`src/rtl/utb_pkg.sv`:
```
package utb_pkg;
  localparam int unsigned REG_AW = 8;

  localparam logic [REG_AW-1:0] OFS_WR_HI  = 8'h00;
  localparam logic [REG_AW-1:0] OFS_WR_LO  = 8'h04;
  localparam logic [REG_AW-1:0] OFS_RD_HI  = 8'h08;
  localparam logic [REG_AW-1:0] OFS_RD_LO  = 8'h0C;
  localparam logic [REG_AW-1:0] OFS_RAW_HI = 8'h24;
  localparam logic [REG_AW-1:0] OFS_RAW_LO = 8'h28;
  localparam logic [REG_AW-1:0] OFS_DBG_EN = 8'h2C;
  localparam logic [REG_AW-1:0] OFS_PAUSE  = 8'h30;

  typedef struct packed {
    logic wr_hi;
    logic wr_lo;
    logic rd_lo;
    logic wr_dbg;
    logic wr_pause;
  } acc_dec_t;
endpackage

```
`src/rtl/utb_counter.sv`:
```
module utb_counter #(
  parameter int unsigned CNT_W = 64
) (
  input  logic             clk_i,
  input  logic             rst_ni,
  input  logic             load_i,
  input  logic [CNT_W-1:0] load_val_i,
  input  logic             inc_i,
  output logic [CNT_W-1:0] cnt_o
);
  logic [CNT_W-1:0] cnt_q, cnt_d;

  always_comb begin
    cnt_d = cnt_q;
    if (load_i)     cnt_d = load_val_i;  // load wins over tick
    else if (inc_i) cnt_d = cnt_q + {{(CNT_W-1){1'b0}}, 1'b1};
  end

  always_ff @(posedge clk_i or negedge rst_ni) begin
    if (!rst_ni) cnt_q <= '0;
    else         cnt_q <= cnt_d;
  end

  assign cnt_o = cnt_q;
endmodule

```
`src/rtl/utb_stall.sv`:
```
module utb_stall #(
  parameter int unsigned N_DBG = 2
) (
  input  logic             tick_i,
  input  logic             pause_i,
  input  logic [N_DBG-1:0] dbg_en_i,
  input  logic [N_DBG-1:0] dbg_halt_i,
  output logic             inc_o
);
  logic [N_DBG-1:0] halt_hit;

  for (genvar g = 0; g < N_DBG; g++) begin : g_core
    assign halt_hit[g] = dbg_en_i[g] & dbg_halt_i[g];
  end

  assign inc_o = tick_i & ~pause_i & ~(|halt_hit);
endmodule

```
`src/rtl/utb_regs.sv`:
```
module utb_regs
  import utb_pkg::*;
#(
  parameter int unsigned DATA_W = 32,
  parameter int unsigned N_DBG  = 2,
  localparam int unsigned CNT_W = 2 * DATA_W
) (
  input  logic              clk_i,
  input  logic              rst_ni,
  input  logic              acc_i,
  input  logic              we_i,
  input  logic [REG_AW-1:0] addr_i,
  input  logic [DATA_W-1:0] wdata_i,
  output logic [DATA_W-1:0] rdata_o,
  input  logic [CNT_W-1:0]  cnt_i,
  output logic              load_o,
  output logic [CNT_W-1:0]  load_val_o,
  output logic              pause_o,
  output logic [N_DBG-1:0]  dbg_en_o
);
  acc_dec_t         dec;
  logic [DATA_W-1:0] stage_q, hi_lat_q;
  logic              pause_q;
  logic [N_DBG-1:0]  dbg_en_q;
  logic              unused_wdata;

  always_comb begin
    dec          = '0;
    dec.wr_hi    = acc_i &  we_i & (addr_i == OFS_WR_HI);
    dec.wr_lo    = acc_i &  we_i & (addr_i == OFS_WR_LO);
    dec.rd_lo    = acc_i & ~we_i & (addr_i == OFS_RD_LO);
    dec.wr_dbg   = acc_i &  we_i & (addr_i == OFS_DBG_EN);
    dec.wr_pause = acc_i &  we_i & (addr_i == OFS_PAUSE);
  end

  always_ff @(posedge clk_i or negedge rst_ni) begin
    if (!rst_ni) begin
      stage_q  <= '0;
      hi_lat_q <= '0;
      pause_q  <= 1'b0;
      dbg_en_q <= '1;
    end else begin
      if (dec.wr_lo)    stage_q  <= wdata_i;
      if (dec.rd_lo)    hi_lat_q <= cnt_i[CNT_W-1:DATA_W];
      if (dec.wr_pause) pause_q  <= wdata_i[0];
      if (dec.wr_dbg)   dbg_en_q <= wdata_i[N_DBG:1];
    end
  end

  always_comb begin
    rdata_o = '0;
    unique case (addr_i)
      OFS_RD_HI:  rdata_o = hi_lat_q;
      OFS_RD_LO,
      OFS_RAW_LO: rdata_o = cnt_i[DATA_W-1:0];
      OFS_RAW_HI: rdata_o = cnt_i[CNT_W-1:DATA_W];
      OFS_DBG_EN: rdata_o[N_DBG:1] = dbg_en_q;
      OFS_PAUSE:  rdata_o[0] = pause_q;
      default:    rdata_o = '0;
    endcase
  end

  assign load_o       = dec.wr_hi;
  assign load_val_o   = {wdata_i, stage_q};
  assign pause_o      = pause_q;
  assign dbg_en_o     = dbg_en_q;
  assign unused_wdata = ^wdata_i[DATA_W-1:N_DBG+1];
endmodule

```
`src/rtl/usec_timebase.sv`:
```
module usec_timebase
  import utb_pkg::*;
#(
  parameter int unsigned DATA_W = 32,
  parameter int unsigned N_DBG  = 2,
  localparam int unsigned CNT_W = 2 * DATA_W
) (
  input  logic              clk_i,
  input  logic              rst_ni,
  input  logic              tick_i,
  input  logic [N_DBG-1:0]  dbg_halt_i,
  input  logic              reg_sel_i,
  input  logic              reg_en_i,
  input  logic              reg_we_i,
  input  logic [REG_AW-1:0] reg_addr_i,
  input  logic [DATA_W-1:0] reg_wdata_i,
  output logic [DATA_W-1:0] reg_rdata_o,
  output logic [DATA_W-1:0] time_lo_o
);
  logic             acc;
  logic             load, inc, pause_q;
  logic [CNT_W-1:0] load_val, cnt_q;
  logic [N_DBG-1:0] dbg_en_q;

  assign acc = reg_sel_i & reg_en_i;

  utb_regs #(.DATA_W(DATA_W), .N_DBG(N_DBG)) i_regs (
    .clk_i      (clk_i),
    .rst_ni     (rst_ni),
    .acc_i      (acc),
    .we_i       (reg_we_i),
    .addr_i     (reg_addr_i),
    .wdata_i    (reg_wdata_i),
    .rdata_o    (reg_rdata_o),
    .cnt_i      (cnt_q),
    .load_o     (load),
    .load_val_o (load_val),
    .pause_o    (pause_q),
    .dbg_en_o   (dbg_en_q)
  );

  utb_stall #(.N_DBG(N_DBG)) i_stall (
    .tick_i     (tick_i),
    .pause_i    (pause_q),
    .dbg_en_i   (dbg_en_q),
    .dbg_halt_i (dbg_halt_i),
    .inc_o      (inc)
  );

  utb_counter #(.CNT_W(CNT_W)) i_counter (
    .clk_i      (clk_i),
    .rst_ni     (rst_ni),
    .load_i     (load),
    .load_val_i (load_val),
    .inc_i      (inc),
    .cnt_o      (cnt_q)
  );

  assign time_lo_o = cnt_q[DATA_W-1:0];
endmodule

```
`config.mk`:
```
export PLATFORM = sky130hd
export DESIGN_NAME = usec_timebase
export DESIGN_NICKNAME = d
export VERILOG_FILES = /design/src/rtl/utb_pkg.sv /design/src/rtl/utb_counter.sv /design/src/rtl/utb_stall.sv /design/src/rtl/utb_regs.sv /design/src/rtl/usec_timebase.sv
export SDC_FILE = /design/constraint.sdc
export NUM_CORES = 1
export LEC_CHECK = 0
export BUFFER_PORTS_ARGS = -buffer_cell sky130_fd_sc_hd__clkbuf_2
export CORE_MARGIN = 5
export CORE_UTILIZATION = 40
export DETAILED_ROUTE_END_ITERATION = 12
export MAX_ROUTING_LAYER = met4
export PLACE_DENSITY_LB_ADDON = 0.12
export SLEW_MARGIN = 20
export SYNTH_ARGS = -nofsm -noshare
export SYNTH_HDL_FRONTEND = slang
export SYNTH_SLANG_ARGS = --single-unit
```
`constraint.sdc`:
```
create_clock -name clk_i -period 4.35 [get_ports clk_i]
set_clock_uncertainty 0.1 [all_clocks]
set_input_delay 0.87 -clock clk_i [delete_from_list [all_inputs] [get_ports clk_i]]
set_output_delay 0.87 -clock clk_i [all_outputs]
set_load 0.05 [all_outputs]
```
# Word level (Yosys, flattened, before mapping)
# Index checks and enable logic that the tools add are counted.
# word_totals
ff_bits	131
inputBits	48
wordCells	37
out_inout_bits	64
# op_classes
add_sub_neg	1
n_eq_ne	7
mux	5
n_reduce_logical	4
n_bitwise	15
# op_table
op	n
$mux W64	2
$pmux W29 S3	1
$add A64 B1 Y64 const B	1
$eq A8 B6 Y1 const B	4
$eq A8 B4 Y1 const B	2
$and A1 B1 Y1	12
$eq A8 B3 Y1 const B	1
$logic_not A8 Y1	1
$pmux W2 S4	1
$pmux W1 S4	1
$reduce_or A2 Y1	2
$not A1 Y1	3
$reduce_bool A2 Y1	1

# Logic depth before layout (Yosys ltp)
# logic_depth
ltp_word	6
depth_mapped	8
ltp_nobuf	6

# Cells and area by module
# From an unflattened synthesis, not the netlist that was laid out.
# hier_totals
cells_unflattened	734
area_unflattened_um2	7927.6
# by_module_without_submodules
mod	seq_area_each_um2	area_per_inst_um2	cells_per_inst	n_inst
utb_regs	1679.1	4151.5	309	1
utb_counter	1601.5	3748.6	422	1
utb_stall	0.0	21.3	2	1
usec_timebase	0.0	6.3	1	1

# Least setup slack after synthesis
# OpenSTA, ideal clock, no wires.
# synth_path
path_kind	in2out
start	input reg_addr_i[7]
end	output reg_rdata_o[1]
path_buffers	1
path_slack_ns	0.314
cell_stages	4
required_ns	3.380
arrival_time_ns	3.066
path_cell_list	or4_1 > or3b_1 > clkbuf_1 > o21ai_0
# synth_between
elab_chain_len	3
elab_cells_between_ends	7
classes_between	eq/ne: 5; mux: 1; reduce/logical: 1
# synth_lines
element	line	rtl
start, declared	usec_timebase.sv:15	input logic [REG_AW-1:0] reg_addr_i,
$eq A8 B6 Y1 / $eq A8 B4 Y1 (equally long branches)	utb_regs.sv:52	unique case (addr_i)
$reduce_or A2 Y1	utb_regs.sv:52	
$pmux W2 S4 *	utb_regs.sv:52	
end, declared	usec_timebase.sv:17	output logic [DATA_W-1:0] reg_rdata_o,
# Mark *: on every way between the ends. The rest lies on a longest branch, timed or not.

# Worst setup path in the final report
# layout_path
start	input reg_addr_i[7]
end	output reg_rdata_o[2]
# Same word-level chain as after synthesis.

==> results.md <==
* Status: finished clean
* Synthesized area at 0.00728 mm²
* 1st-iter DRT viols at 417
* Seq/Total Area, Yosys at 45.1%
* Ant diodes at 0
* Largest family of logic cells by synthesized area: simple AND/OR/NAND/NOR gates
* Layout fillers at 1714
* Via density per instance at 5.64
* Die area at 0.0210 mm²
* Synth Area in Adders at 0.172%
* Post-synthesis register bit count at 131
* Fin crit share at 89.9%
* Clk network pwr share at 44.5%
* Distinct cells, synth at 39
* Register share of total power at 42.2%
* Comb pwr share at 13.3%
* Layout cells sized above 1 at 28.8%
* Clock Latency Late Sink at 0.42 ns
* Final WL at 20.3 mm
* Lkg Pwr at 0.00423 µW
* Placeable Area at 0.0180 mm²
* Mean Syn Cell Area at 9.80 µm²
* Synth Area in Simple Gates at 19.7%
* Post-Syn Instances at 743
* Commonest non-fill, non-tap cell in the layout: dfrtp_1
* DP Worst Slack at 0.438 ns
* Synth top area share at 44.3%
* PwrDens at 366 mW/mm²
* HPWL after detailed placement at 14.5 mm
* Ys Warns at 0
* DR DRC count at 0
* FP Rows at 49
* Post-Syn Nets at 792
* Total grt overflow at 0
* GPL Wtd Cong at 0.900
* CTS sink cnt at 131
* Maximum buffer depth of the clock tree at 2
* Total vias in the final route at 5909
* P_int at 2290 µW
* Startpoint types: input pin
* Commonest non-fill, non-tap cells in the layout: dfrtp_1 (129), nor2_1 (82), clkbuf_2 (78), mux2_2 (69), a21oi_1 (61)
* CP endpoint kind: output port
* Avg WL per Cell at 19.3 µm
* Synth Area in XOR/XNOR at 7.10%
* Num CTS Buffers at 17
* Async SR Flop Fraction at 100%
* Hold Buf Count CTS at 0
* Total GRT Usage at 19.9%
* First-pass DRT Iterations at 8
* Top FF cell, synth: dfrtp_1
* Final setup fails at 0
* Leading area contributor after synthesis: dfrtp_1
* Initial antenna violation count at 0
* Post CTS Setup Buffer Count at 0
* Vert. Die Dim at 145 µm
* IO buf count at 111
* CTS HTree Levels at 4
* CP most frequent cell: buf_12
* Highest clock rate at 256 MHz
* Compound-gate portion of the synthesized area at 9.11%
* Sw Ratio at 29.9%
* Die X at 145 µm
* Slowest cell on the critical path: or4_1
* Pins Over Slew Limit at 0
* Number of global-route vias before repair at 6097
* P_sw at 976 µW
* Initial core utilization at 40.5%
* Mux contribution to synthesized area at 11.1%
* Final min period at 3.91 ns
* CTS tree: built
* Synth top area cells: dfrtp_1 (44%), mux2_2 (11%), nor2_1 (4.3%)
* Reg clk slew, reported paths at 0.06 ns
* Final setup TNS at 0 ns
* Max stage delay on crit path at 0.56 ns
* Area Growth Syn to Fin at 22.7%
* Worst vdd rail ir drop at 252 µV
* Worst path cell trace: clkbuf_2 > or4_1 > nor3_1 > and3_1 > buf_12 > nand2_1 > o21ai_0 > buf_12
* Pin count of the biggest net entering global routing at 78
* IO Pins at 112
* Critical Path AT at 2.94 ns
* First-pass GRT wire length at 33.2 mm
* CTS resizes at 0
* Number of synthesized flops with an enable pin at 0
* Routed Antenna Nets at 0
* Final Hold Viols at 0
* Total of max-cap violations at 0
* Worst endpoint required time at 3.38 ns
* CP max FO at 32
* Clock root buffer: clkbuf_16
* Slew @ Worst Pin at 0.912 ns
* Final worst slack at 0.439 ns
* Unrepaired setup endpoints after global routing: false
* Hold Crit Class: reg -> reg
* Fin nets at 855
* Path type of the worst setup path: in -> out
* Slew headroom at 38.4%
## final cells by class
type / instances / area [µm²] / share of cell area, %
Tap cell: 229 / 287 / 3.21
Clock buffer: 19 / 453 / 5.07
Sequential cell: 131 / 3280 / 36.7
Multi-Input combinational cell: 500 / 3460 / 38.7
Timing Repair Buffer: 123 / 1180 / 13.2
Clock inverter: 13 / 150 / 1.68
Inverter: 33 / 124 / 1.39
## metrics by stage
stage | cells | hold slack, ns | total power [µW] | util, % | area, µm²
global placement | 1016 | 0.388 | 1830 | 46.3 | 8330
finish | 1048 | 0.405 | 3270 | 49.7 | 8930
floorplan | 743 | 0.380 | 1710 | - | 7280
CTS | 1048 | 0.408 | 3290 | 49.7 | 8930
global route | 1048 | 0.412 | 3390 | 49.7 | 8930
detailed placement | 1016 | 0.393 | 1840 | 46.3 | 8330
## power by group through the flow
stage | logic [µW] | clock network, µW | registers [µW]
3_3_place_gp | 432 | 0 | 1400
5_1_grt | 467 | 1530 | 1390
4_1_cts | 440 | 1480 | 1380
3_5_place_dp | 438 | 0 | 1400
2_1_floorplan | 348 | 0 | 1360
6_report | 435 | 1450 | 1380
## critical path, delay by kind of cell
family | cells | cell delay, ns
buffers and inverters | 3 | 0.47
and+or+nand+nor | 4 | 1.41
AOI/OAI and AO/OA | 1 | 0.17
## flip-flops by register name (all words and copies together), names as in the netlist
| name | count |
|---|---|
| i_regs.pause_o | 1 |
| i_regs.dbg_en_o | 2 |
| i_regs.hi_lat_q | 32 |
| i_counter.cnt_o | 64 |
| i_regs.stage_q | 32 |
## per-layer routing
metal  wire length, µm  track usage [%]  up-vias
li1                  -                -     2785
met1              9230             26.3     2901
met2              9600             31.0      196
met3              1140             4.49       27
met4               282             5.27        0
met5                 0                -        -
## kinds of logic after synthesis
logic type	after synthesis
and+or+nand+nor	266
adders and majority gates	1
muxes	72
buffers and inverters	112
DFF	131
AOI/OAI and AO/OA	102
xor gates and xnor gates	59
## synth_stat cells (29+ instances only)
master,instances
xnor2_1,29
mux2_2,69
nor2_1,83
a222oi_1,29
nand4_1,38
a21oi_1,61
nand3_1,33
clkbuf_1,35
xor2_1,30
dfrtp_1,129
inv_1,33
buf_4,36
## worst paths after layout
| check | from | slack (ns) | cells after the start | to |
|---|---|---|---|---|
| worst max-delay path | reg_addr_i[7] | 0.44 | 8 | reg_rdata_o[2] |
| worst min-delay path | i_regs.stage_q[14]$_DFFE_PN0P_ | 0.40 | 1 | i_regs.stage_q[14]$_DFFE_PN0P_ |
| worst max register to register | i_counter.cnt_o[1]$_DFFE_PN0P_ | 1.35 | 6 | i_counter.cnt_o[58]$_DFFE_PN0P_ |
| worst min register to register | i_regs.stage_q[14]$_DFFE_PN0P_ | 0.40 | 1 | i_regs.stage_q[14]$_DFFE_PN0P_ |
| max in group asynchronous | rst_ni | 2.88 | 2 | i_regs.hi_lat_q[19]$_DFFE_PN0P_ |
| min in group asynchronous | rst_ni | 0.41 | 1 | i_regs.hi_lat_q[2]$_DFFE_PN0P_ |
(Power assumes the default switching activity.)
